File: src/rtl/rtc_pkg.sv
package rtc_pkg;
  localparam int NUM_FIELDS = 7;
  localparam int BYTE_W     = 8;
  localparam int ADDR_W     = $clog2(NUM_FIELDS + 1);

  localparam int F_SEC   = 0;
  localparam int F_MIN   = 1;
  localparam int F_HOUR  = 2;
  localparam int F_WDAY  = 3;
  localparam int F_DATE  = 4;
  localparam int F_MONTH = 5;
  localparam int F_YEAR  = 6;

  localparam int WFRZ_BIT = 7;
  localparam int RFRZ_BIT = 6;
  localparam int STOP_BIT = 7;

  typedef logic [BYTE_W-1:0] bcd_byte_t;

  function automatic bcd_byte_t field_mask(int idx);
    case (idx)
      F_SEC, F_MIN:   return 8'h7F;
      F_HOUR, F_DATE: return 8'h3F;
      F_WDAY:         return 8'h07;
      F_MONTH:        return 8'h1F;
      default:        return 8'hFF;
    endcase
  endfunction

  function automatic bcd_byte_t reset_value(int idx);
    case (idx)
      F_WDAY, F_DATE, F_MONTH: return 8'h01;
      default:                 return 8'h00;
    endcase
  endfunction

  function automatic bcd_byte_t bcd_inc(bcd_byte_t v);
    if (v[3:0] >= 4'd9) return {v[7:4] + 4'd1, 4'h0};
    return {v[7:4], v[3:0] + 4'd1};
  endfunction

  function automatic logic bcd_leap(bcd_byte_t y);
    if (y[4]) return (y[3:0] == 4'd2) || (y[3:0] == 4'd6);
    return (y[3:0] == 4'd0) || (y[3:0] == 4'd4) || (y[3:0] == 4'd8);
  endfunction

  function automatic bcd_byte_t month_len(bcd_byte_t m, bcd_byte_t y);
    case (m)
      8'h02:                      return bcd_leap(y) ? 8'h29 : 8'h28;
      8'h04, 8'h06, 8'h09, 8'h11: return 8'h30;
      default:                    return 8'h31;
    endcase
  endfunction
endpackage

File: src/rtl/rtc_counter.sv
module rtc_counter
  import rtc_pkg::*;
#(
  parameter int NF = NUM_FIELDS
) (
  input  logic                  clk,
  input  logic                  rst,
  input  logic                  tick,
  input  logic                  load,
  input  logic [NF-1:0][7:0]    load_val,
  output logic [NF-1:0][7:0]    cnt_q
);
  logic [NF-1:0][7:0] fld, hi, lo, stepped, nxt;
  logic [NF-1:0]      wrap, en;

  always_comb begin
    for (int i = 0; i < NF; i++) fld[i] = cnt_q[i] & field_mask(i);
    hi = '0;
    lo = '0;
    hi[F_SEC]   = 8'h59; lo[F_SEC]   = 8'h00;
    hi[F_MIN]   = 8'h59; lo[F_MIN]   = 8'h00;
    hi[F_HOUR]  = 8'h23; lo[F_HOUR]  = 8'h00;
    hi[F_WDAY]  = 8'h07; lo[F_WDAY]  = 8'h01;
    hi[F_DATE]  = month_len(fld[F_MONTH], fld[F_YEAR]);
    lo[F_DATE]  = 8'h01;
    hi[F_MONTH] = 8'h12; lo[F_MONTH] = 8'h01;
    hi[F_YEAR]  = 8'h99; lo[F_YEAR]  = 8'h00;
  end

  // carry chain: day of week is a side branch of the midnight carry
  always_comb begin
    en = '0;
    en[F_SEC]   = tick && !cnt_q[F_SEC][STOP_BIT];
    en[F_MIN]   = en[F_SEC]  && wrap[F_SEC];
    en[F_HOUR]  = en[F_MIN]  && wrap[F_MIN];
    en[F_WDAY]  = en[F_HOUR] && wrap[F_HOUR];
    en[F_DATE]  = en[F_HOUR] && wrap[F_HOUR];
    en[F_MONTH] = en[F_DATE] && wrap[F_DATE];
    en[F_YEAR]  = en[F_MONTH] && wrap[F_MONTH];
  end

  for (genvar g = 0; g < NF; g++) begin : g_field
    assign wrap[g]    = (fld[g] >= hi[g]);
    assign stepped[g] = (wrap[g] ? lo[g] : bcd_inc(fld[g])) & field_mask(g);
    assign nxt[g]     = en[g] ? ((cnt_q[g] & ~field_mask(g)) | stepped[g]) : cnt_q[g];

    always_ff @(posedge clk) begin
      if (rst)       cnt_q[g] <= reset_value(g);
      else if (load) cnt_q[g] <= load_val[g];
      else           cnt_q[g] <= nxt[g];
    end
  end
endmodule

File: src/rtl/rtc_shadow.sv
module rtc_shadow
  import rtc_pkg::*;
#(
  parameter int NF = NUM_FIELDS,
  parameter int AW = ADDR_W
) (
  input  logic               clk,
  input  logic               rst,
  input  logic               refresh,
  input  logic [NF-1:0][7:0] src,
  input  logic               wr_en,
  input  logic [AW-1:0]      wr_addr,
  input  logic [7:0]         wr_data,
  output logic [NF-1:0][7:0] usr_q
);
  for (genvar g = 0; g < NF; g++) begin : g_copy
    localparam logic [AW-1:0] MY_ADDR = AW'(g + 1);
    always_ff @(posedge clk) begin
      if (rst)                               usr_q[g] <= reset_value(g);
      else if (refresh)                      usr_q[g] <= src[g];
      else if (wr_en && wr_addr == MY_ADDR)  usr_q[g] <= wr_data;
    end
  end
endmodule

File: src/rtl/rtc_bank.sv
module rtc_bank
  import rtc_pkg::*;
(
  input  logic              clk,
  input  logic              rst,
  input  logic              tick_1hz,
  input  logic [ADDR_W-1:0] bus_addr,
  input  logic [7:0]        bus_wdata,
  input  logic              bus_we,
  input  logic              bus_re,
  output logic [7:0]        bus_rdata
);
  localparam int NF = NUM_FIELDS;

  logic [7:0]         ctrl_q;
  logic               tick_d;
  logic               ctrl_wr, time_wr, refresh, commit;
  logic [NF-1:0][7:0] cnt, usr;

  assign ctrl_wr = bus_we && (bus_addr == '0);
  assign time_wr = bus_we && (bus_addr != '0) && ctrl_q[WFRZ_BIT];
  assign refresh = tick_d && !ctrl_q[WFRZ_BIT] && !ctrl_q[RFRZ_BIT];
  assign commit  = ctrl_wr && ctrl_q[WFRZ_BIT] && !bus_wdata[WFRZ_BIT];

  always_ff @(posedge clk) begin
    if (rst) begin
      ctrl_q <= '0;
      tick_d <= 1'b0;
    end else begin
      tick_d <= tick_1hz;
      if (ctrl_wr) ctrl_q <= bus_wdata;
    end
  end

  rtc_counter #(.NF(NF)) u_counter (
    .clk      (clk),
    .rst      (rst),
    .tick     (tick_1hz),
    .load     (commit),
    .load_val (usr),
    .cnt_q    (cnt)
  );

  rtc_shadow #(.NF(NF), .AW(ADDR_W)) u_shadow (
    .clk     (clk),
    .rst     (rst),
    .refresh (refresh),
    .src     (cnt),
    .wr_en   (time_wr),
    .wr_addr (bus_addr),
    .wr_data (bus_wdata),
    .usr_q   (usr)
  );

  always_ff @(posedge clk) begin
    if (rst) bus_rdata <= '0;
    else if (bus_re) begin
      if (bus_addr == '0) bus_rdata <= ctrl_q;
      else                bus_rdata <= usr[bus_addr - ADDR_W'(1)];
    end
  end
endmodule

File: config.mk
export PLATFORM = sky130hd
export DESIGN_NAME = rtc_bank
export DESIGN_NICKNAME = d
export VERILOG_FILES = /design/src/rtl/rtc_pkg.sv /design/src/rtl/rtc_counter.sv /design/src/rtl/rtc_shadow.sv /design/src/rtl/rtc_bank.sv
export SDC_FILE = /design/constraint.sdc
export NUM_CORES = 1
export LEC_CHECK = 0
export BUFFER_PORTS_ARGS = -buffer_cell sky130_fd_sc_hd__buf_2
export CAP_MARGIN = 20
export CORE_MARGIN = 1
export CORE_UTILIZATION = 28
export CTS_CLUSTER_DIAMETER = 150
export DETAILED_ROUTE_END_ITERATION = 16
export PLACE_DENSITY = 0.46
export SLEW_MARGIN = 20
export SYNTH_ARGS = -nofsm -noshare
export SYNTH_HDL_FRONTEND = slang
export SYNTH_SLANG_ARGS = --single-unit
File: constraint.sdc
create_clock -name clk -period 6.2 [get_ports clk]
set_input_delay 0.62 -clock clk [delete_from_list [all_inputs] [get_ports clk]]
set_output_delay 0.62 -clock clk [all_outputs]
set_load 0.02 [all_outputs]
Yosys cells after proc, flatten, opt, wreduce, memory -nomap -nowiden
Cells that the tools add are included.

Memories: 0. Flip-flop bits (word level): 129. Word-level logic and storage cells: 181. Bits in latches: 0. Bits of input ports: 16. Bits in writable memories: 0. Output and inout port bits: 8. ROM bits: 0.

Divide/modulo/power cells: 0. $add $sub $neg: 14. Order comparisons: 15. Reduce and logical (&&, ||, !) cells: 46. Muxes and demuxes: 66. Bitwise gates (word level): 6. Shift operators: 0. Eq/ne operators: 16. Multiply operators: 0.

Operator list (count): $mux 8 (33); $mux 7 (6); $mux 6 (6); $add 4x1->4 const B (7); $reduce_bool 2->1 (13); $bmux 8 s3 (1); $ge 4x4->1 const B (6); $logic_and 1x1->1 (20); $or 8x6->8 (2); $or 8x7->8 (2); $pmux 8 s2 (1); $mux 5 (3); $ge 7x7->1 const B (2); $mux 1 (13); $eq 3x3->1 const B (4); $eq 5x3->1 const B (2); $add 3x1->3 const B (3); $mux 3 (3); $eq 4x3->1 const B (2); $ge 6x8->1 (1); $ge 8x8->1 const B (1); $or 8x3->8 (1); $or 8x5->8 (1); $eq 3x2->1 const B (2); other kinds (21) (28).

Longest topological paths before layout
Depth in word-level cells: 12. Gate-level depth with buffers: 13. Depth with buffers taken out: 13.

Modules after synthesis
A second synthesis with hierarchy kept.

Cells, all modules: 871. Area total of the unflattened synthesis: 7830.0 µm².

Modules (own cells, without submodules): rtc_counter (area an instance 3604.7 µm², sequential area each 1121.1 µm², times used 1, cells an instance 441); rtc_shadow (area an instance 2891.5 µm², sequential area each 1121.1 µm², times used 1, cells an instance 280); rtc_bank (area an instance 1333.8 µm², sequential area each 340.3 µm², times used 1, cells an instance 150).

Worst setup path after synthesis
Ideal clock, no wire load.

Kind: reg-to-reg. Start point: register u_counter.cnt_q[48] in the netlist's numbering. End point: register u_counter.cnt_q[51] in the netlist's numbering. Setup slack: 3337 ps. Cell stages (with the launch flop): 14. Setup time: 91 ps. Arrival time: 2772 ps. Path buffers: 0. Data required time: 6109 ps. Period minus slack after synthesis: 2863 ps. Cell sequence: dfxtp_1 > inv_1 > ha_1 > nand2b_1 > a21boi_0 > o221ai_1 > a21oi_1 > a31oi_1 > ha_1 > nor4b_1 > o22ai_1 > nand2b_1 > or4b_1 > a311oi_1.

Cells in the longest elaborated chain, start to end: 11. Elaborated cells on any way between the ends: 25. Those cells by class: add/sub (1); order compare (3); eq/ne (4); mux (10); reduce/logical (7).

RTL lines: start, declared (RTL line rtc_counter.sv:11) `output logic [NF-1:0][7:0] cnt_q`; start signal, assigned by index (RTL line rtc_counter.sv:48) `if (rst) cnt_q[g] <= reset_value(g);`; start signal, assigned by index (RTL line rtc_counter.sv:49) `else if (load) cnt_q[g] <= load_val[g];`; start signal, assigned by index (RTL line rtc_counter.sv:50) `else cnt_q[g] <= nxt[g];`; $eq 4x2->1 (tied with other cells) (RTL line rtc_pkg.sv:43) `if (y[4]) return (y[3:0] == 4'd2) || (y[3:0] == 4'd6);`; $logic_or 1x1->1, on equally long branches (RTL line rtc_pkg.sv:43, rtc_pkg.sv:44); $mux 1 or $logic_or 1x1->1 (tied branches) (RTL line rtc_pkg.sv:43, rtc_pkg.sv:44); $mux 1 (RTL line rtc_pkg.sv:44) `return (y[3:0] == 4'd0) || (y[3:0] == 4'd4) || (y[3:0] == 4'd8);`; $mux 1 (RTL line rtc_pkg.sv:48) `case (m)`; $mux 1 (RTL line rtc_pkg.sv:49) `8'h02: return bcd_leap(y) ? 8'h29 : 8'h28;`; $pmux 8 s2 (RTL line rtc_pkg.sv:48); $ge 6x8->1 (RTL line rtc_counter.sv:43) `assign wrap[g] = (fld[g] >= hi[g]);`; $logic_and 1x1->1 (RTL line rtc_counter.sv:38) `en[F_MONTH] = en[F_DATE] && wrap[F_DATE];`; $logic_and 1x1->1 (RTL line rtc_counter.sv:39) `en[F_YEAR] = en[F_MONTH] && wrap[F_MONTH];`; $reduce_bool 2->1 (no source line).

Several ways; a longest one is shown, not always the timed one. The select of a mux whose other input is x is not followed. A chain may end at the register's enable or synchronous reset.

Worst setup path in the final report
Ends and elaborated chain as after synthesis.

==> results.sh <==
export IMPL_outcome="finished, final reports clean"
export IMPL_yosys_warnings=0
export IMPL_ir_drop_v=0.000186
export IMPL_dr_pass1_iters=4
export IMPL_synth_edff_count=0
export IMPL_netlist_instances=845
export IMPL_synth_top_family_by_area="compound AO/OA/AOI/OAI gates"
export IMPL_async_flop_share_pct=0
export IMPL_clock_sinks=129
export IMPL_synth_fp_nets=900
export IMPL_worst_slew_pin_slew_ns=0.896
export IMPL_cts_hold_buf=0
export IMPL_ys_seq_area_share_pct=35.4
export IMPL_clock_latency_ns=0.42
export IMPL_finalCritPeriodShare_pct=54.8
export IMPL_yosys_top_cells_area="dfxtp_1, mux2i_1, a211oi_1"
export IMPL_antenna_found_initial=0
export IMPL_cp_data_required_time_ns=6.53
export IMPL_vias_per_cell=5.39
export IMPL_cts_buffers=17
export IMPL_crit_type="register to register"
export IMPL_cts_tree="done"
export IMPL_yosys_area_share_simple_pct=16.4
export IMPL_endpoint_kind="register"
export IMPL_die_w_um=163
export IMPL_timing_fmax_mhz=294
export IMPL_cap_violations=0
export IMPL_startpoint_type="register"
export IMPL_cts_setup_buffers=0
export IMPL_ios=24
export IMPL_fin_crit_ns=3.40
export IMPL_synth_area_mux_share_pct=11.0
export IMPL_io_buffers=23
export IMPL_hp_class="primary input to register"
export IMPL_drc=0
export IMPL_grt_pass1_vias=5933
export IMPL_grt_usage_pct=17.5
export IMPL_report_final_slew_viol_count=0
export IMPL_holdWs_ns=0.456
export IMPL_leakage_nw=3.23
export IMPL_rows=58
export IMPL_place_gp_congestion=0.817
export IMPL_grt_max_degree=81
export IMPL_clk_path_buf_depth=2
export IMPL_setup_viol=0
export IMPL_relSlewSlack_pct=40.3
export IMPL_synth_compound_area_share_pct=23.8
export IMPL_rsz0062_at_grt="no"
export IMPL_fp_dieArea_um2=26700
export IMPL_power_total_w=0.00216
export IMPL_synth_xor_area_share_pct=0.840
export IMPL_synth_ff_type="dfxtp_1"
export IMPL_initial_core_util_pct=28.7
export IMPL_syn_area_um2=7290
export IMPL_synth_area_per_cell_um2=8.63
export IMPL_wl_per_cell_um=19.2
export IMPL_ys_ff_latch=129
export IMPL_antennaDiodeCount=0
export IMPL_fp_dieH_um=163
export IMPL_hold_viol=0
export IMPL_fin_nets=881
export IMPL_ctsResizeCount=0
export IMPL_detail_route_iter0_violations=400
export IMPL_synthToLayoutAreaGrowth_pct=12.8
export IMPL_design_core_area_um2=25400
export IMPL_synthAdderAreaFrac_pct=6.69
export IMPL_grt_first_pass_wirelength_mm=35.6
export IMPL_critPathMaxFanout=8
export IMPL_synth_cell_types=80
export IMPL_synth_top_area_share_pct=35.4
export IMPL_wirelength_mm=22.5
export IMPL_ctsRootBufferMaster="clkbuf_16"
export IMPL_setup_tns_ns=0
export IMPL_overflow=0
export IMPL_antenna_left=0
export IMPL_hpwl_mm=15.2
export IMPL_vias=6298
export IMPL_skew_ns=0.0107
export IMPL_clk_pin_slew_worst_paths_ns=0.06
export IMPL_powerDensity_nw_per_um2=262
export IMPL_worst_ep_arrival_time_ns=3.73
export IMPL_synth_top_area_cell="dfxtp_1"
export IMPL_htree_levels=4
export IMPL_drive_above_1_share_pct=10.7
## cell usage in the layout (no fill, tap or decap), types with 4 or more instances in the layout
cell type / synthesis / final
dfxtp_1: 129 / 129
nor2_1: 102 / 102
nand2_1: 77 / 76
a211oi_1: 65 / 65
mux2i_1: 52 / 52
a21oi_1: 46 / 46
ha_1: 39 / 39
inv_1: 34 / 34
o21ai_0: 23 / 23
nand3_1: 23 / 23
buf_2: 9 / 22
clkbuf_16: 0 / 17
a221oi_1: 15 / 15
o31ai_1: 10 / 10
o311ai_0: 9 / 9
nor3_1: 9 / 9
a311oi_1: 9 / 9
mux4_2: 8 / 8
a22oi_1: 8 / 8
mux2_2: 7 / 7
buf_4: 3 / 7
a31oi_1: 6 / 6
and3_1: 6 / 6
nand4_1: 6 / 6
nor2b_1: 5 / 5
a32oi_1: 5 / 5
xnor2_1: 4 / 4
o21ai_1: 4 / 4
o32ai_1: 4 / 4
clkinv_4: 0 / 4
bufinv_16: 0 / 4
## path summary, 6_finish.rpt
| path | start | endpoint | slack, ns | depth (start not counted) |
|---|---|---|---|---|
| setup / recovery | u_counter.cnt_q[48] | u_counter.cnt_q[51] | 2.80 | 13 |
| hold / removal | tick_1hz | tick_d | 0.46 | 2 |
| setup reg to reg | u_counter.cnt_q[48] | u_counter.cnt_q[51] | 2.80 | 13 |
| hold reg to reg | u_counter.cnt_q[30] | u_counter.cnt_q[30] | 0.46 | 2 |
## cell usage after synthesis, drive strengths merged (11+ instances only)
master,number
a211oi,65
a21oi,46
a221oi,15
buf,18
clkbuf,49
dfxtp,129
ha,39
inv,35
mux2i,52
nand2,77
nand3,24
nor2,104
o21ai,27
o311ai,11
## critical path, stage by stage, from the launching register on
cell and delay, ns:
dfxtp_1 0.44, inv_1 0.12, ha_1 0.21, nand2b_1 0.08, a21boi_0 0.17, o221ai_1 0.14, a21oi_1 0.17, a31oi_1 0.07
ha_1 0.28, nor4b_1 0.04, o22ai_1 0.46, nand2b_1 0.30, or4b_1 0.55, a311oi_1 0.26
## logic make-up (layout without fill, tap and decap cells)
group / count (synthesis) / count (layout)
buffers and inverters: 103 / 97
AND/OR/NAND/NOR: 260 / 260
multiplexers: 69 / 69
AO/OA/AOI/OAI: 238 / 238
XOR/XNOR: 7 / 7
adder cells (fa/ha/maj): 39 / 39
flip-flops: 129 / 129
## metrics by stage
step           util, %  instance area [µm²]  cells  worst slack [ns]
6_report          32.4                 8230   1169              2.80
5_1_grt           32.4                 8230   1169              2.37
4_1_cts           32.4                 8230   1169              2.75
3_5_place_dp      29.9                 7590   1137              2.61
3_3_place_gp      29.9                 7590   1137              2.71
2_1_floorplan        -                 7290    845              3.34
## report_power, final
| part | switching [W] | internal, W |
|---|---|---|
| Combinational | 0.000108 | 0.0000604 |
| Sequential | 0.0000307 | 0.000858 |
| Clock | 0.000403 | 0.000696 |
| Total | 0.000542 | 0.00162 |
## state kept, by name, summed over array words and instances (netlist names)
signal and count:
ctrl_q 8, bus_rdata 8, u_counter.cnt_q 56, u_shadow.usr_q 56
tick_d 1
## cell type report
| class | count | area [µm²] |
|---|---|---|
| clock buffer | 20 | 457 |
| sequential | 129 | 2580 |
| tap | 330 | 413 |
| clock inverter | 12 | 183 |
| multi-input combinational | 613 | 4300 |
| inverter | 36 | 135 |
| fill | 2627 | 17200 |
| timing repair buffer | 29 | 163 |
## per-layer routing
layer | part of all wire [%] | vias to the layer above | wire length [µm] | track usage [%]
li1 | - | 3087 | - | -
met1 | 50 | 3079 | 11200 | 24.3
met3 | 3.8 | 16 | 854 | 3.28
met5 | 0 | - | 0 | 0
met2 | 45 | 116 | 10200 | 27.5
met4 | 1.1 | 0 | 245 | 4.50
No activity file was read; power rests on OpenSTA's default activity.
